## config.mk

```make
export PLATFORM = sky130hd
export DESIGN_NAME = dwalk_top
export DESIGN_NICKNAME = d
export VERILOG_FILES = /design/src/rtl/dwalk_pkg.sv /design/src/rtl/dwalk_word_ctr.sv /design/src/rtl/dwalk_link.sv /design/src/rtl/dwalk_flags.sv /design/src/rtl/dwalk_top.sv
export SDC_FILE = /design/constraint.sdc
export NUM_CORES = 1
export LEC_CHECK = 0
export ABC_AREA = 1
export BUFFER_PORTS_ARGS = -buffer_cell sky130_fd_sc_hd__buf_2
export CAP_MARGIN = 20
export CORE_MARGIN = 3
export CORE_UTILIZATION = 58
export DETAILED_ROUTE_END_ITERATION = 12
export GPL_ROUTABILITY_DRIVEN = 0
export MAX_ROUTING_LAYER = met4
export PLACE_DENSITY = 0.81
export SLEW_MARGIN = 25
export SYNTH_ARGS = -nofsm -noshare
export SYNTH_HDL_FRONTEND = slang
export SYNTH_SLANG_ARGS = --single-unit
```

## constraint.sdc

```tcl
create_clock -name clk -period 2.2 [get_ports clk]
set_clock_uncertainty 0.1 [all_clocks]
set_input_delay 0.11 -clock clk [delete_from_list [all_inputs] [get_ports clk]]
set_output_delay 0.11 -clock clk [all_outputs]
set_load 0.05 [all_outputs]
```

## src/rtl/dwalk_pkg.sv

```systemverilog
`timescale 1ns/1ps
package dwalk_pkg;
    // Control-word bit positions
    localparam int OWN_BIT      = 31;
    localparam int CERR_BIT     = 30;
    localparam int RING_END_BIT = 5;
    localparam int CHAIN_BIT    = 4;
    localparam int LAST_BIT     = 2;
    localparam int NOIRQ_BIT    = 1;
    // Size field geometry (bytes)
    localparam int SZ_W    = 13;
    localparam int BS1_LSB = 0;
    localparam int BS2_LSB = 13;
    localparam int WC_W    = SZ_W - 2;

    typedef enum logic [3:0] {
        S_IDLE, S_RESET, S_FETCH, S_CHECK, S_PULL,
        S_PUSH, S_BUFSW, S_WBACK, S_NEXT, S_STALL
    } dw_state_e;

    typedef struct packed {
        logic [31:0]     ctl;
        logic [WC_W-1:0] bs1_words;
        logic [WC_W-1:0] bs2_words;
    } dw_desc_t;
endpackage

```

## src/rtl/dwalk_word_ctr.sv

```systemverilog
`timescale 1ns/1ps
module dwalk_word_ctr #(
    parameter int WC_W = 11
) (
    input  logic            clk,
    input  logic            rst_n,
    input  logic            clr_i,
    input  logic            load_i,
    input  logic [WC_W-1:0] words_i,
    input  logic            dec_i,
    output logic            last_o
);
    logic [WC_W-1:0] cnt_q;

    always_ff @(posedge clk or negedge rst_n) begin
        if (!rst_n) begin
            cnt_q <= '0;
        end else if (clr_i) begin
            cnt_q <= '0;
        end else if (load_i) begin
            cnt_q <= words_i;
        end else if (dec_i && (cnt_q != '0)) begin
            cnt_q <= cnt_q - WC_W'(1);
        end
    end

    assign last_o = (cnt_q == WC_W'(1));
endmodule

```

## src/rtl/dwalk_link.sv

```systemverilog
`timescale 1ns/1ps
module dwalk_link #(
    parameter int AW = 32
) (
    input  logic [AW-1:0] cur_i,
    input  logic [AW-1:0] base_i,
    input  logic [AW-1:0] link_i,
    input  logic          chain_i,
    input  logic          ring_end_i,
    output logic [AW-1:0] next_o
);
    localparam int STRIDE = 16;

    always_comb begin
        if (chain_i) begin
            next_o = link_i;
        end else if (ring_end_i) begin
            next_o = base_i;
        end else begin
            next_o = cur_i + AW'(STRIDE);
        end
    end
endmodule

```

## src/rtl/dwalk_flags.sv

```systemverilog
`timescale 1ns/1ps
module dwalk_flags (
    input  logic clk,
    input  logic rst_n,
    input  logic clr_all_i,
    input  logic clr_done_i,
    input  logic set_done_i,
    input  logic set_unavail_i,
    input  logic w1c_unavail_i,
    output logic done_o,
    output logic unavail_o
);
    always_ff @(posedge clk or negedge rst_n) begin
        if (!rst_n) begin
            done_o    <= 1'b0;
            unavail_o <= 1'b0;
        end else if (clr_all_i) begin
            done_o    <= 1'b0;
            unavail_o <= 1'b0;
        end else begin
            if (set_done_i) begin
                done_o <= 1'b1;
            end else if (clr_done_i) begin
                done_o <= 1'b0;
            end
            if (set_unavail_i) begin
                unavail_o <= 1'b1;
            end else if (w1c_unavail_i) begin
                unavail_o <= 1'b0;
            end
        end
    end
endmodule

```

## src/rtl/dwalk_top.sv

```systemverilog
`timescale 1ns/1ps
module dwalk_top
    import dwalk_pkg::*;
#(
    parameter int AW         = 32,
    parameter int CNT_W      = 24,
    parameter int RST_CYCLES = 4
) (
    input  logic             clk,
    input  logic             rst_n,
    input  logic             start_i,
    input  logic             soft_rst_i,
    input  logic [AW-1:0]    base_addr_i,
    input  logic [CNT_W-1:0] total_bytes_i,
    input  logic             dir_tx_i,
    input  logic             clr_unavail_i,
    input  logic             card_err_i,
    output logic             mem_req_o,
    output logic             mem_we_o,
    output logic [AW-1:0]    mem_addr_o,
    output logic [31:0]      mem_wdata_o,
    input  logic             mem_ack_i,
    input  logic [31:0]      mem_rdata_i,
    input  logic             fifo_empty_i,
    output logic             fifo_rd_o,
    input  logic [31:0]      fifo_rdata_i,
    input  logic             fifo_full_i,
    output logic             fifo_wr_o,
    output logic [31:0]      fifo_wdata_o,
    output logic             busy_o,
    output logic             soft_rst_busy_o,
    output logic             xfer_done_o,
    output logic             desc_unavail_o,
    output logic             irq_pulse_o
);
    localparam int RC_W = $clog2(RST_CYCLES + 1);

    dw_state_e       state_q, state_d;
    dw_desc_t        desc_q;
    logic [AW-1:0]   cur_q, base_q, bptr_q, link_q, next_addr;
    logic [1:0]      fidx_q;
    logic            bsel_q, dir_q, cerr_q, irq_q;
    logic [31:0]     hold_q;
    logic [CNT_W-1:0] left_q;
    logic [RC_W-1:0] rcnt_q;

    logic            own, last, use_bs2, pulled, moved;
    logic            ctr_load, ctr_last;
    logic [WC_W-1:0] ctr_words;

    assign own     = desc_q.ctl[OWN_BIT];
    assign last    = desc_q.ctl[LAST_BIT];
    assign use_bs2 = !desc_q.ctl[CHAIN_BIT] && (desc_q.bs2_words != '0);
    assign pulled  = (state_q == S_PULL) && (dir_q ? mem_ack_i : !fifo_empty_i);
    assign moved   = (state_q == S_PUSH) && (dir_q ? !fifo_full_i : mem_ack_i);

    assign ctr_load  = (state_q == S_CHECK) ||
                       ((state_q == S_BUFSW) && !bsel_q && use_bs2);
    assign ctr_words = (state_q == S_CHECK) ? desc_q.bs1_words : desc_q.bs2_words;

    dwalk_word_ctr #(.WC_W(WC_W)) u_ctr (
        .clk     (clk),
        .rst_n   (rst_n),
        .clr_i   (soft_rst_i),
        .load_i  (ctr_load),
        .words_i (ctr_words),
        .dec_i   (moved),
        .last_o  (ctr_last)
    );

    dwalk_link #(.AW(AW)) u_link (
        .cur_i      (cur_q),
        .base_i     (base_q),
        .link_i     (link_q),
        .chain_i    (desc_q.ctl[CHAIN_BIT]),
        .ring_end_i (desc_q.ctl[RING_END_BIT]),
        .next_o     (next_addr)
    );

    dwalk_flags u_flags (
        .clk           (clk),
        .rst_n         (rst_n),
        .clr_all_i     (soft_rst_i),
        .clr_done_i    ((state_q == S_IDLE) && start_i),
        .set_done_i    ((state_q == S_NEXT) && last && (left_q == '0)),
        .set_unavail_i ((state_q == S_CHECK) && !own),
        .w1c_unavail_i (clr_unavail_i),
        .done_o        (xfer_done_o),
        .unavail_o     (desc_unavail_o)
    );

    // State register
    always_ff @(posedge clk or negedge rst_n) begin
        if (!rst_n) begin
            state_q <= S_IDLE;
        end else begin
            state_q <= state_d;
        end
    end

    // Next-state logic
    always_comb begin
        state_d = state_q;
        if (soft_rst_i) begin
            state_d = S_RESET;
        end else begin
            unique case (state_q)
                S_IDLE:  if (start_i) state_d = S_FETCH;
                S_RESET: if (rcnt_q == '0) state_d = S_IDLE;
                S_FETCH: if (mem_ack_i && (fidx_q == 2'd3)) state_d = S_CHECK;
                S_CHECK: begin
                    if (!own) begin
                        state_d = S_STALL;
                    end else if (desc_q.bs1_words != '0) begin
                        state_d = S_PULL;
                    end else begin
                        state_d = S_BUFSW;
                    end
                end
                S_PULL:  if (pulled) state_d = S_PUSH;
                S_PUSH:  if (moved) state_d = ctr_last ? S_BUFSW : S_PULL;
                S_BUFSW: state_d = (!bsel_q && use_bs2) ? S_PULL : S_WBACK;
                S_WBACK: if (mem_ack_i) state_d = S_NEXT;
                S_NEXT:  state_d = last ? S_IDLE : S_FETCH;
                S_STALL: if (start_i) state_d = S_FETCH;
                default: state_d = S_IDLE;
            endcase
        end
    end

    // Datapath registers
    always_ff @(posedge clk or negedge rst_n) begin
        if (!rst_n) begin
            desc_q <= '0;
            cur_q  <= '0;
            base_q <= '0;
            bptr_q <= '0;
            link_q <= '0;
            fidx_q <= '0;
            bsel_q <= 1'b0;
            dir_q  <= 1'b0;
            cerr_q <= 1'b0;
            irq_q  <= 1'b0;
            hold_q <= '0;
            left_q <= '0;
            rcnt_q <= '0;
        end else if (soft_rst_i) begin
            fidx_q <= '0;
            bsel_q <= 1'b0;
            cerr_q <= 1'b0;
            irq_q  <= 1'b0;
            rcnt_q <= RC_W'(RST_CYCLES - 1);
        end else begin
            irq_q <= 1'b0;
            unique case (state_q)
                S_IDLE: begin
                    if (start_i) begin
                        cur_q  <= base_addr_i;
                        base_q <= base_addr_i;
                        left_q <= total_bytes_i;
                        dir_q  <= dir_tx_i;
                        fidx_q <= '0;
                    end
                end
                S_RESET: begin
                    if (rcnt_q != '0) rcnt_q <= rcnt_q - RC_W'(1);
                end
                S_FETCH: begin
                    if (mem_ack_i) begin
                        unique case (fidx_q)
                            2'd0: desc_q.ctl <= mem_rdata_i;
                            2'd1: begin
                                desc_q.bs1_words <= mem_rdata_i[BS1_LSB+2 +: WC_W];
                                desc_q.bs2_words <= mem_rdata_i[BS2_LSB+2 +: WC_W];
                            end
                            2'd2: bptr_q <= mem_rdata_i[AW-1:0];
                            default: link_q <= mem_rdata_i[AW-1:0];
                        endcase
                        fidx_q <= fidx_q + 2'd1;
                    end
                end
                S_CHECK: begin
                    bsel_q <= 1'b0;
                    cerr_q <= 1'b0;
                end
                S_PULL: begin
                    if (card_err_i) cerr_q <= 1'b1;
                    if (pulled) hold_q <= dir_q ? mem_rdata_i : fifo_rdata_i;
                end
                S_PUSH: begin
                    if (card_err_i) cerr_q <= 1'b1;
                    if (moved) begin
                        bptr_q <= bptr_q + AW'(4);
                        left_q <= (left_q >= CNT_W'(4)) ? (left_q - CNT_W'(4)) : '0;
                    end
                end
                S_BUFSW: begin
                    if (card_err_i) cerr_q <= 1'b1;
                    if (!bsel_q && use_bs2) begin
                        bsel_q <= 1'b1;
                        bptr_q <= link_q;
                    end
                end
                S_WBACK: begin
                    if (mem_ack_i) irq_q <= !desc_q.ctl[NOIRQ_BIT] || last;
                end
                S_NEXT: begin
                    if (!last) begin
                        cur_q  <= next_addr;
                        fidx_q <= '0;
                    end
                end
                S_STALL: begin
                    if (start_i) fidx_q <= '0;
                end
                default: ;
            endcase
        end
    end

    // Outputs
    always_comb begin
        mem_req_o       = 1'b0;
        mem_we_o        = 1'b0;
        mem_addr_o      = '0;
        mem_wdata_o     = '0;
        fifo_rd_o       = 1'b0;
        fifo_wr_o       = 1'b0;
        fifo_wdata_o    = hold_q;
        busy_o          = 1'b1;
        soft_rst_busy_o = 1'b0;
        unique case (state_q)
            S_IDLE, S_STALL: busy_o = 1'b0;
            S_RESET: begin
                busy_o          = 1'b0;
                soft_rst_busy_o = 1'b1;
            end
            S_FETCH: begin
                mem_req_o  = 1'b1;
                mem_addr_o = cur_q + AW'({fidx_q, 2'b00});
            end
            S_PULL: begin
                if (dir_q) begin
                    mem_req_o  = 1'b1;
                    mem_addr_o = bptr_q;
                end else begin
                    fifo_rd_o = !fifo_empty_i;
                end
            end
            S_PUSH: begin
                if (dir_q) begin
                    fifo_wr_o = !fifo_full_i;
                end else begin
                    mem_req_o   = 1'b1;
                    mem_we_o    = 1'b1;
                    mem_addr_o  = bptr_q;
                    mem_wdata_o = hold_q;
                end
            end
            S_WBACK: begin
                mem_req_o   = 1'b1;
                mem_we_o    = 1'b1;
                mem_addr_o  = cur_q;
                mem_wdata_o = {1'b0, desc_q.ctl[CERR_BIT] | cerr_q, desc_q.ctl[29:0]};
            end
            S_CHECK, S_BUFSW, S_NEXT: ;
            default: busy_o = 1'b0;
        endcase
    end

    assign irq_pulse_o = irq_q;
endmodule

```

==> impl_metrics.ini, run 1 <==
[logic_synthesis]
netlist_area_um2 = 16200
synth-seq-cells = 264
yosys_warnings = 0
synth_nets = 2494
synth_area_leader_cell = dfrtp_1
synth-seq-area-share_pct = 40.8
yosysMostFrequentCell = nand2_1
synthTopCellsByArea = dfrtp_1 (41%), nand2_1 (16%), o21ai_0 (8.2%), inv_1 (5.9%), nor2_1 (5.7%)
ys_types = 47
postSynthCellCount = 2348
synth_edf_count = 0
avgSynthCellArea_um2 = 6.90
async_flop_share_pct = 100
yosysTopAreaCellShare_pct = 40.8
synthFlopType = dfrtp_1
yosys-top-cells-count = nand2_1 (701), dfrtp_1 (264), o21ai_0 (264)

[status]
status = aborted with a tool error
toolErrorMsg = [ERROR GRT-0232] Routing congestion too high. Check the congestion heatmap in the GUI.
lastStage = global routing (5_1_grt)

[timing]
endpoint_type = primary output
worstEndpointGrtRepair = mem_addr_o[3]

[placement]
io_buffers = 234
place_hpwl_um = 44100
place_inst = 2980

[global_routing]
grt_usage_pct = 75.0
grt-ovfl-total = 8
grt_max_degree = 67
antenna_found_initial = 20

[clock_network]
cts_root_buf = clkbuf_16
cts.sinks = 264
cts.path.max_buffers = 3
htreeDepth = 1
cts_buffers = 29

[floorplanning]
ios = 235
fp.dieW_um = 173
start_util_pct = 59.6
chipHeight_um = 173
fp-row-count = 60
cells by family after synthesis:
kind of cell / count (synthesis) / synth area share [%]
AOI/OAI and AO/OA: 524 / 18.3
xor gates and xnor gates: 23 / 1.24
adders and majority gates: 16 / 1.28
buffers and inverters: 366 / 9.08
DFF: 264 / 40.8
muxes: 1 / 0.0618
and+or+nand+nor: 1154 / 29.2
through the flow:
stage / area [um^2] / setup TNS [ns] / util [%] / hold slack (ns) / worst slack [ns]
after detailed placement: 18600 / -0.824 / 68.5 / -0.00823 / -0.204
after CTS: 22200 / -14.38 / 81.8 / 0.00519 / -0.482
after floorplan: 16300 / -3.96 / - / -0.286 / -0.340
after global placement: 18600 / -0.319 / 68.5 / -0.0112 / -0.0880
metal layers:
layer	GRT usage, %	GRT overflow
met1	73.1	0
met2	87.9	5
met3	63.6	0
met4	70.6	3
met5	-	-
timing repair:
item,CTS
cloned,6
endpoints found under the hold margin,487
setup endpoints to repair,69
hold buffers,128
resized for setup,272
pin swaps,15
buffers inserted,42
==> inputs of run 2 (changes only) <==
--- a/config.mk
+++ b/config.mk
@@ -9,11 +9,10 @@
 export BUFFER_PORTS_ARGS = -buffer_cell sky130_fd_sc_hd__buf_2
 export CAP_MARGIN = 20
 export CORE_MARGIN = 3
-export CORE_UTILIZATION = 58
+export CORE_UTILIZATION = 40
 export DETAILED_ROUTE_END_ITERATION = 12
 export GPL_ROUTABILITY_DRIVEN = 0
-export MAX_ROUTING_LAYER = met4
-export PLACE_DENSITY = 0.81
+export PLACE_DENSITY_LB_ADDON = 0.15
 export SLEW_MARGIN = 25
 export SYNTH_ARGS = -nofsm -noshare
 export SYNTH_HDL_FRONTEND = slang
==> run 2 against run 1 <==
- the flow now finishes, with violations (setup timing)
- synthesized cell count is the same
- synthesized area is the same
==> impl_metrics.ini, run 2 <==
[status]
status = complete, but fails checks
failed_checks = setup timing

[worst_setup_path]
worstPathMaxFanout = 5
cp.required_ns = 1.99
crit_path_end_kind = primary output
cp-start-kind = register
critical_path_class = register to primary output
worst_ep_arrival_time_ns = 2.47

[global_routing]
antenna_found_initial = 3
grt-ovfl-total = 0
grt_first_pass_wirelength_um = 106000
globalRouteMet2Util_pct = 50.2
grt_usage_pct = 31.2
met3_usage_pct = 5.47
grt_max_degree = 71
grtUsageMet1_pct = 41.3
grt_pass1_vias = 18400
grt_busiest_layer = met2

[logic_synthesis]
synth-seq-cells = 264
netlist_area_um2 = 16200
synthTopCellsByArea = dfrtp_1 (41%), nand2_1 (16%), o21ai_0 (8.2%), inv_1 (5.9%), nor2_1 (5.7%)
synth-seq-area-share_pct = 40.8
yosys_warnings = 0
yosysMostFrequentCell = nand2_1
synthFlopType = dfrtp_1
synth_nets = 2494
ys_types = 47
postSynthCellCount = 2348
yosys-top-cells-count = nand2_1 (701), dfrtp_1 (264), o21ai_0 (264)
synth_area_leader_cell = dfrtp_1
avgSynthCellArea_um2 = 6.90
async_flop_share_pct = 100
synth_edf_count = 0
yosysTopAreaCellShare_pct = 40.8

[detailed_routing]
drc = 0
first_pass_iters = 6
post_drt_wl_per_cell_um = 21.6
drt-initial-drc-count = 1994
wl_um = 74800
vias = 19500
antenna_left = 0
vias_per_cell = 5.65

[final_layout]
final_util_pct = 62.4
mostFrequentLayoutCell = nand2_1
syn_to_final_growth_pct = 53.4
num-fill-cells = 3487
layout.nets = 3050
fin_cells = 3455
mostFrequentLayoutCells = nand2_1 (632), dfrtp_1 (249), inv_1 (238)
largest_reg_flops = 54
multi_input_area_um2 = 9480
largest-register = desc_q
drive_above_1_share_pct = 28.3
regArea_um2 = 6630

[floorplanning]
chipHeight_um = 207
ios = 235
die_area_um2 = 42900
core_um2 = 39800
fp.dieW_um = 207
start_util_pct = 40.7
fp-row-count = 73

[power]
pwr-share-seq_pct = 31.3
power_switching_share_pct = 44.2
ir_drop_v = 0.000568
p_leak_nw = 11.9
p_int_mw = 14.7
pwr-share-comb_pct = 45.5
p_per_area_nw_per_um2 = 1060
clockPowerShare_pct = 23.2
p_switching_mw = 11.7

[timing]
finalCritPeriodShare_pct = 122
fin_ws_ns = -0.476
timing.fmax_ghz = 0.374
setup_viol = 152
slew_violations = 0
tightest_slew_ns = 0.677
rsz0062_at_grt = true
period_minus_slack_ns = 2.68
slew_headroom_pct = 54.8
hold_viol_final = 0

[placement]
io_buffers = 234
place_inst = 3156
place_hpwl_um = 48600

[clock_network]
cts_buffers = 34
cts.sinks = 264
cts_tree = built
cts.path.max_buffers = 3
clk_pin_slew_ns = 0.06
cts_root_buf = clkbuf_16
insertion_delay_ns = 0.55
htreeDepth = 2

[min_path]
min_path_type = input pin to async pin

[job]
drv_cap = 0
run 2: cell counts after synthesis:
Identical to the previous run, type by type.
run 2: layout make-up:
type	count	area share, %
antenna	2	0.0201
clock buffer	45	4.00
clock inverter	15	0.937
inverter	264	4.16
multi-input combinational	1720	38.2
sequential	264	26.7
tap	525	2.64
timing repair buffer	620	23.4
run 2: worst paths after layout:
kind / start / endpoint / slack (ns) / cells past startpoint
max in group asynchronous: rst_n / cur_q[16] / 1.14 / 3
min reg2reg: base_q[19] / base_q[19] / 0.37 / 2
min in group clk: mem_rdata_i[17] / link_q[17] / 0.04 / 4
max reg2reg: state_q[3] / desc_q[35] / -0.30 / 13
min: rst_n / u_ctr.cnt_q[1] / 0.04 / 2
max: fidx_q[0] / mem_addr_o[16] / -0.48 / 10
run 2: timing repair:
| item | CTS | global route |
|---|---|---|
| pin swaps | 31 | 41 |
| hold buffers | 127 | 0 |
| setup endpoints to repair | 69 | 226 |
| setup buffers | 52 | 38 |
| resized for setup | 370 | 229 |
| gates cloned | 7 | 19 |
| hold endpoints to repair | 455 | 0 |
run 2: layer usage:
| layer | vias to the layer above | wire length (um) |
|---|---|---|
| li1 | 8809 | - |
| met1 | 9337 | 29600 |
| met2 | 1112 | 33900 |
| met3 | 261 | 6860 |
| met4 | 2 | 4400 |
| met5 | - | 12 |
run 2: metrics by stage:
| step | TNS, ns | hold WS (ns) | area (um^2) | power (mW) | worst slack, ns |
|---|---|---|---|---|---|
| 6_report | -30.69 | 0.0371 | 24800 | 26.4 | -0.476 |
| 5_1_grt | -37.47 | 0.0167 | 24800 | 27.9 | -0.643 |
| 4_1_cts | -15.44 | 0.0343 | 23400 | 25.1 | -0.443 |
| 3_5_place_dp | -0.415 | 0.0370 | 19000 | 17.9 | -0.108 |
| 3_3_place_gp | -0.186 | 0.0355 | 19000 | 17.8 | -0.0809 |
| 2_1_floorplan | -3.96 | -0.286 | 16300 | 14.0 | -0.340 |
run 2: critical path, stage by stage (launching register included):
cell	delay [ns]
dfrtp_1	0.41
ha_4	0.17
fa_2	0.27
buf_4	0.15
inv_4	0.05
nor2_4	0.14
inv_2	0.08
nor3_1	0.27
o21ai_1	0.10
o21ai_1	0.10
buf_6	0.18
run 2: kinds of logic after synthesis:
| group | Yosys count | share of synthesized area, % |
|---|---|---|
| and+or+nand+nor | 1154 | 29.2 |
| AOI/OAI and AO/OA | 524 | 18.3 |
| buffers and inverters | 366 | 9.08 |
| DFF | 264 | 40.8 |
| xor gates and xnor gates | 23 | 1.24 |
| adders and majority gates | 16 | 1.28 |
| muxes | 1 | 0.0618 |
run 2: power groups by stage:
stage / Clock, mW / Combinational, mW / Sequential [mW]
6_report: 6.13 / 12.0 / 8.27
5_1_grt: 6.40 / 13.1 / 8.44
4_1_cts: 6.17 / 10.8 / 8.10
3_3_place_gp: 0 / 9.77 / 7.99
2_1_floorplan: 0 / 6.34 / 7.70
3_5_place_dp: 0 / 9.91 / 8.02
Power figures use the tool's default switching activity.
